<file path="src/rtl/cfu_pkg.sv">
// Shared definitions for the condition flag unit: operation codes and
// flag bit positions inside the 4-bit status word {N,Z,C,V}.
package cfu_pkg;
    typedef enum logic [2:0] {
        OP_ADD = 3'd0,
        OP_SUB = 3'd1,
        OP_CMP = 3'd2,
        OP_CMN = 3'd3,
        OP_LSL = 3'd4,
        OP_LSR = 3'd5,
        OP_ASR = 3'd6,
        OP_ROR = 3'd7
    } cfu_op_e;

    localparam int FLAG_N = 3;
    localparam int FLAG_Z = 2;
    localparam int FLAG_C = 1;
    localparam int FLAG_V = 0;
    localparam int NFLAG  = 4;
endpackage

</file>
<file path="src/rtl/cfu_addsub.sv">
// Adder/subtractor for the flag unit.
// Subtraction is a + ~b + 1, so the carry out is 1 when no borrow occurs.
// Overflow compares operand signs against the sign of the sum.
// Assumes: purely combinational, with no registered state.
module cfu_addsub #(
    parameter int DW = 32
) (
    input  logic [DW-1:0] a,
    input  logic [DW-1:0] b,
    input  logic          sub,
    output logic [DW-1:0] sum,
    output logic          carry,
    output logic          ovf
);
    logic [DW-1:0] b_eff;
    logic [DW:0]   wide;

    // Invert b for subtraction and form the sum one bit wider than the operands.
    always_comb begin
        b_eff = sub ? ~b : b;
        wide  = {1'b0, a} + {1'b0, b_eff} + {{DW{1'b0}}, sub};
        sum   = wide[DW-1:0];
        carry = wide[DW];
        ovf   = (a[DW-1] == b_eff[DW-1]) && (sum[DW-1] != a[DW-1]);
    end
endmodule

</file>
<file path="src/rtl/cfu_shifter.sv">
// Barrel shifter for the flag unit.
// It produces the shifted word, the last bit moved out, and a valid bit for
// that carry (low when the amount is zero).
// kind: 0 = logical left, 1 = logical right, 2 = arithmetic right, 3 = rotate right.
// Assumes: amt < DW; purely combinational.
module cfu_shifter #(
    parameter int DW = 32,
    parameter int SW = $clog2(DW)
) (
    input  logic [DW-1:0] a,
    input  logic [SW-1:0] amt,
    input  logic [1:0]    kind,
    output logic [DW-1:0] res,
    output logic          cout,
    output logic          cvalid
);
    logic [DW:0]          wide_l;
    logic [DW:0]          wide_r;
    logic signed [DW:0]   ext_s;
    logic [DW:0]          wide_a;
    logic [2*DW-1:0]      dbl;

    // Shift with one guard bit, so that the bit moved out lands in a fixed position.
    always_comb begin
        wide_l = {1'b0, a} << amt;
        wide_r = {a, 1'b0} >> amt;
        ext_s  = $signed({a, 1'b0});
        wide_a = ext_s >>> amt;
        dbl    = {a, a} >> amt;
        cvalid = (amt != '0);
        unique case (kind)
            2'd0: begin res = wide_l[DW-1:0]; cout = wide_l[DW]; end
            2'd1: begin res = wide_r[DW:1];   cout = wide_r[0];  end
            2'd2: begin res = wide_a[DW:1];   cout = wide_a[0];  end
            default: begin res = dbl[DW-1:0]; cout = dbl[DW-1];  end
        endcase
    end
endmodule

</file>
<file path="src/rtl/cfu_flag_reg.sv">
// Status register for the flag unit.
// Each bit loads its new value only when load is high and its mask bit is set;
// all other bits hold. Synchronous active-low reset clears every bit.
module cfu_flag_reg #(
    parameter int NF = 4
) (
    input  logic          clk,
    input  logic          rst_n,
    input  logic          load,
    input  logic [NF-1:0] wmask,
    input  logic [NF-1:0] next,
    output logic [NF-1:0] flags_q
);
    // Masked merge of the new flag values into the held ones.
    always_ff @(posedge clk) begin
        if (!rst_n) flags_q <= '0;
        else if (load) flags_q <= (flags_q & ~wmask) | (next & wmask);
    end


    flags_reset_chk: assert property (@(posedge clk) !rst_n |=> flags_q == '0);


    flags_hold_chk: assert property (@(posedge clk) disable iff (!rst_n)
        !load |=> $stable(flags_q));

    for (genvar i = 0; i < NF; i++) begin : g_keep

        masked_keep_chk: assert property (@(posedge clk) disable iff (!rst_n)
            load && !wmask[i] |=> flags_q[i] == $past(flags_q[i]));
    end
endmodule

</file>
<file path="src/rtl/cond_flag_unit.sv">
// Condition flag unit (top level).
// Selects the adder or shifter result and forms N, Z, C and V.
// It then limits the caller's update mask to the flags that the operation
// defines: arithmetic defines all four; a shift defines N and Z, and C only
// when the amount is non-zero. Compare codes do not raise result_we.
module cond_flag_unit
    import cfu_pkg::*;
#(
    parameter int DW = 32,
    parameter int SW = $clog2(DW)
) (
    input  logic          clk,
    input  logic          rst_n,
    input  logic          op_valid,
    input  logic [2:0]    op_sel,
    input  logic [DW-1:0] opnd_a,
    input  logic [DW-1:0] opnd_b,
    input  logic [SW-1:0] shamt,
    input  logic [3:0]    upd_mask,
    output logic [DW-1:0] result,
    output logic          result_we,
    output logic [3:0]    flags
);
    cfu_op_e         op;
    logic            is_arith;
    logic            is_sub;
    logic            is_cmp;
    logic [DW-1:0]   as_sum;
    logic            as_c;
    logic            as_v;
    logic [DW-1:0]   sh_res;
    logic            sh_c;
    logic            sh_cv;
    logic [NFLAG-1:0] flag_new;
    logic [NFLAG-1:0] flag_def;
    logic [NFLAG-1:0] eff_mask;

    // Decode the operation class.
    always_comb begin
        op       = cfu_op_e'(op_sel);
        is_arith = !op_sel[2];
        is_sub   = (op == OP_SUB) || (op == OP_CMP);
        is_cmp   = (op == OP_CMP) || (op == OP_CMN);
    end

    cfu_addsub #(.DW(DW)) addsub_i (
        .a(opnd_a), .b(opnd_b), .sub(is_sub),
        .sum(as_sum), .carry(as_c), .ovf(as_v)
    );

    cfu_shifter #(.DW(DW), .SW(SW)) shift_i (
        .a(opnd_a), .amt(shamt), .kind(op_sel[1:0]),
        .res(sh_res), .cout(sh_c), .cvalid(sh_cv)
    );

    // Result select, write enable, new flag values and the effective mask.
    always_comb begin
        result    = is_arith ? as_sum : sh_res;
        result_we = op_valid && !is_cmp;
        flag_new[FLAG_N] = result[DW-1];
        flag_new[FLAG_Z] = (result == '0);
        flag_new[FLAG_C] = is_arith ? as_c : sh_c;
        flag_new[FLAG_V] = is_arith ? as_v : 1'b0;
        flag_def[FLAG_N] = 1'b1;
        flag_def[FLAG_Z] = 1'b1;
        flag_def[FLAG_C] = is_arith || sh_cv;
        flag_def[FLAG_V] = is_arith;
        eff_mask = upd_mask & flag_def;
    end

    cfu_flag_reg #(.NF(NFLAG)) freg_i (
        .clk(clk), .rst_n(rst_n), .load(op_valid),
        .wmask(eff_mask), .next(flag_new), .flags_q(flags)
    );


    cmp_no_write_chk: assert property (@(posedge clk) disable iff (!rst_n)
        (op_sel == 3'd2 || op_sel == 3'd3) |-> !result_we);


    n_tracks_result_chk: assert property (@(posedge clk) disable iff (!rst_n)
        op_valid && upd_mask[3] |=> flags[3] == $past(result[DW-1]));


    z_tracks_result_chk: assert property (@(posedge clk) disable iff (!rst_n)
        op_valid && upd_mask[2] |=> flags[2] == $past(result == '0));


    shift_zero_keeps_c_chk: assert property (@(posedge clk) disable iff (!rst_n)
        op_valid && op_sel[2] && shamt == '0 |=> $stable(flags[1]));


    shift_keeps_v_chk: assert property (@(posedge clk) disable iff (!rst_n)
        op_valid && op_sel[2] |=> $stable(flags[0]));
endmodule

</file>
<file path="config.mk">
export PLATFORM = sky130hd
export DESIGN_NAME = cond_flag_unit
export DESIGN_NICKNAME = d
export VERILOG_FILES = /design/src/rtl/cfu_pkg.sv /design/src/rtl/cfu_addsub.sv /design/src/rtl/cfu_shifter.sv /design/src/rtl/cfu_flag_reg.sv /design/src/rtl/cond_flag_unit.sv
export SDC_FILE = /design/constraint.sdc
export NUM_CORES = 1
export LEC_CHECK = 0
export ABC_CLOCK_PERIOD_IN_PS = 17600
export BUFFER_PORTS_ARGS = -buffer_cell sky130_fd_sc_hd__buf_2
export CORE_MARGIN = 4
export CORE_UTILIZATION = 50
export CTS_CLUSTER_DIAMETER = 120
export DETAILED_ROUTE_END_ITERATION = 10
export PLACE_DENSITY = 0.77
export SLEW_MARGIN = 20
export SYNTH_ARGS = -nofsm -noshare
export SYNTH_HDL_FRONTEND = slang
export SYNTH_SLANG_ARGS = --single-unit
</file>
<file path="constraint.sdc">
create_clock -name clk -period 17.6 [get_ports clk]
set_input_delay 3.52 -clock clk [delete_from_list [all_inputs] [get_ports clk]]
set_output_delay 3.52 -clock clk [all_outputs]
set_load 0.01 [all_outputs]
</file>
==> results.cfg <==
[clock_tree]
cts-root-buf = clkbuf_16
cts_buffer_depth = 2
tritoncts = done
cts_hold_buf = 0
ctsResizeCount = 0
worstSkewPairLatency_ps = 220
htreeDepth = 1
postCtsSetupRepairBufs = 0
cts_made_buffers = 3
path_clk_slew_ps = 30
cts_sinks = 4

[die]
start_util = 0.5099
die_area_sq_um = 20610
core_area_sq_um = 18020
die_y_um = 143.6
boundaryPins = 116
die_width_um = 143.6
rows = 49

[logic_synthesis]
yosysWarnings = 0
syn_area_sq_um = 9190
synthTopCellsByArea = mux4_2 15%, mux2_2 7.2%, mux2i_1 7.2%, ha_1 5.4%, nand2_1 4.8%
synthMostInstantiatedCell = nand2_1
avgSynthCellArea_sq_um = 7.484
synth_common_cells = 118 x nand2_1, 104 x nor2_1, 87 x a21oi_1
yosysTopAreaCell = mux4_2
synthArstFlopShare = 0
yosysTopAreaCellShare = 0.1544
synthFlopType = dfxtp_1
netlist_instances = 1228
syn_nets = 1348
synth_edf_count = 0
ys_ff_latch = 4
ys_seq_area_frac = 0.008713
synth_cell_type_count = 88

[sta]
min_period_over_period = 0.6401
setup_viol = 0
layout_min_cycle_time_ps = 11270
finalHoldViolCount = 0
slew_headroom = 0.2226
tightest_slew_ps = 1137
max_clock_freq_mhz = 88.77
skew_ps = 0
fin_tns_setup_ps = 0
rsz0062_at_grt = false
finalMaxSlewViolations = 0

[route]
viasPerCell = 7.665
drc = 0
wl_per_cell_um = 30.39
drt_iter0_markers = 2106
ant_nets = 0
vias = 11240
wl_um = 44550
firstDrtPassIters = 7

[grt]
overflow = 0
antenna_found_initial = 0
track_usage = 0.4145
grt_pass1_wl_um = 64730
grt_max_degree = 78
grt_pass1_vias = 9963

[power]
ir_drop_mv = 0.1192
total_power_w = 0.0004970
p_leak_nw = 3.892
powerDensity_nw_per_um2 = 51.28

[final_layout]
drive_above_1_share = 0.2312
nets = 1359
fillers = 1792
fin_util = 0.5376
antenna_cells = 0
syn_to_final_growth_pct = 5.446
final_cell_area_sq_um = 9691

[setup_path]
worstPathRequired_ps = 14080
start_kind = primary input
cp_slowest_stage_delay_ps = 710
crit_fanout = 62
end_kind = output pin
cpMaxStageDelayCell = buf_4
critPathKind = primary input to output pin
cpMostUsedCell = buf_4
crit_chain = buf_4 -> buf_4 -> buf_4 -> mux4_2 -> mux2_4 -> and3_4 -> a311oi_2 -> a21oi_1 -> a31o_2 -> a311oi_1 -> a21oi_1 -> buf_2
crit_arrival_ps = 7750

[place]
hpwl_um = 33650
placed_cell_area_sq_um = 9615
portBuffers = 115
routabilityCongestion = 1.135

[job]
cap_violations = 0

[hold_path]
hp-class = flip-flop to flip-flop

[status]
status = complete, no violations
==> report_power, final <==
group | internal (W) | switching [W]
clock network | 0.0000290 | 0.00000655
registers | 0.00000957 | 0.000000176
logic | 0.000164 | 0.000287
total | 0.000203 | 0.000294
==> final cells by class <==
type	count	area [sq um]	area share
clock buffer	3	75.07	0.007747
multi-input combinational	1078	8464	0.8735
inverter	21	78.83	0.008134
timing repair buffer	131	705.7	0.07282
sequential	4	80.08	0.008263
tap	229	286.5	0.02957
==> path summary, 6_finish.rpt <==
path / cells past startpoint / end / start / slack, ps
max: 12 / result[17] / shamt[1] / 6330
min: 2 / flip-flop / flip-flop / 450
min reg2reg: 2 / flip-flop / flip-flop / 450
max reg2reg: 3 / flip-flop / flip-flop / 16860
==> layout by cell type (no fill, tap or decap), types with 16 or more instances in the layout <==
cell      Yosys  final
a21oi_1      87     87
a31oi_1      20     20
inv_1        16     16
xor2_1       43     43
nand3_1      31     31
a21o_1       20     20
mux2_2       59     59
mux4_2       63     63
nor2b_1      20     20
buf_4         5     20
ha_1         40     40
nor2_1      104    103
nor3_1       23     23
a211oi_1     19     19
nand2_1     118    118
mux2i_1      66     66
o21ai_0      62     62
o22ai_1      25     25
o211ai_1     21     21
buf_2        27    111
==> worst max-delay path: cells and delay by family <==
family,cells,cell delay (ps)
muxes,2,930
AOI/OAI and AO/OA,5,1210
buffers and inverters,4,1830
and+or+nand+nor,1,180
==> layer usage <==
layer	GRT usage	share of wire
met1	0.5568	0.37
met2	0.5973	0.41
met3	0.1421	0.15
met4	0.1943	0.067
met5	0	0
==> cells by family after synthesis <==
group,Yosys count,synth area share
AND/OR/NAND/NOR,381,0.1970
multiplexers,192,0.3071
buffers and inverters,146,0.07107
adder cells (fa/ha/maj),41,0.05664
AO/OA/AOI/OAI,410,0.3080
XOR/XNOR,54,0.05146
flip-flops,4,0.008714
==> per-stage QoR <==
step	instances	hold WS (ps)	setup WS (ps)
finish	1466	445.0	6334
detailed placement	1463	445.2	6384
floorplan	1228	479.2	6455
global placement	1463	441.1	6493
global route	1466	495.8	6138
CTS	1466	449.2	6377
No activity file was read; power rests on OpenSTA's default activity.
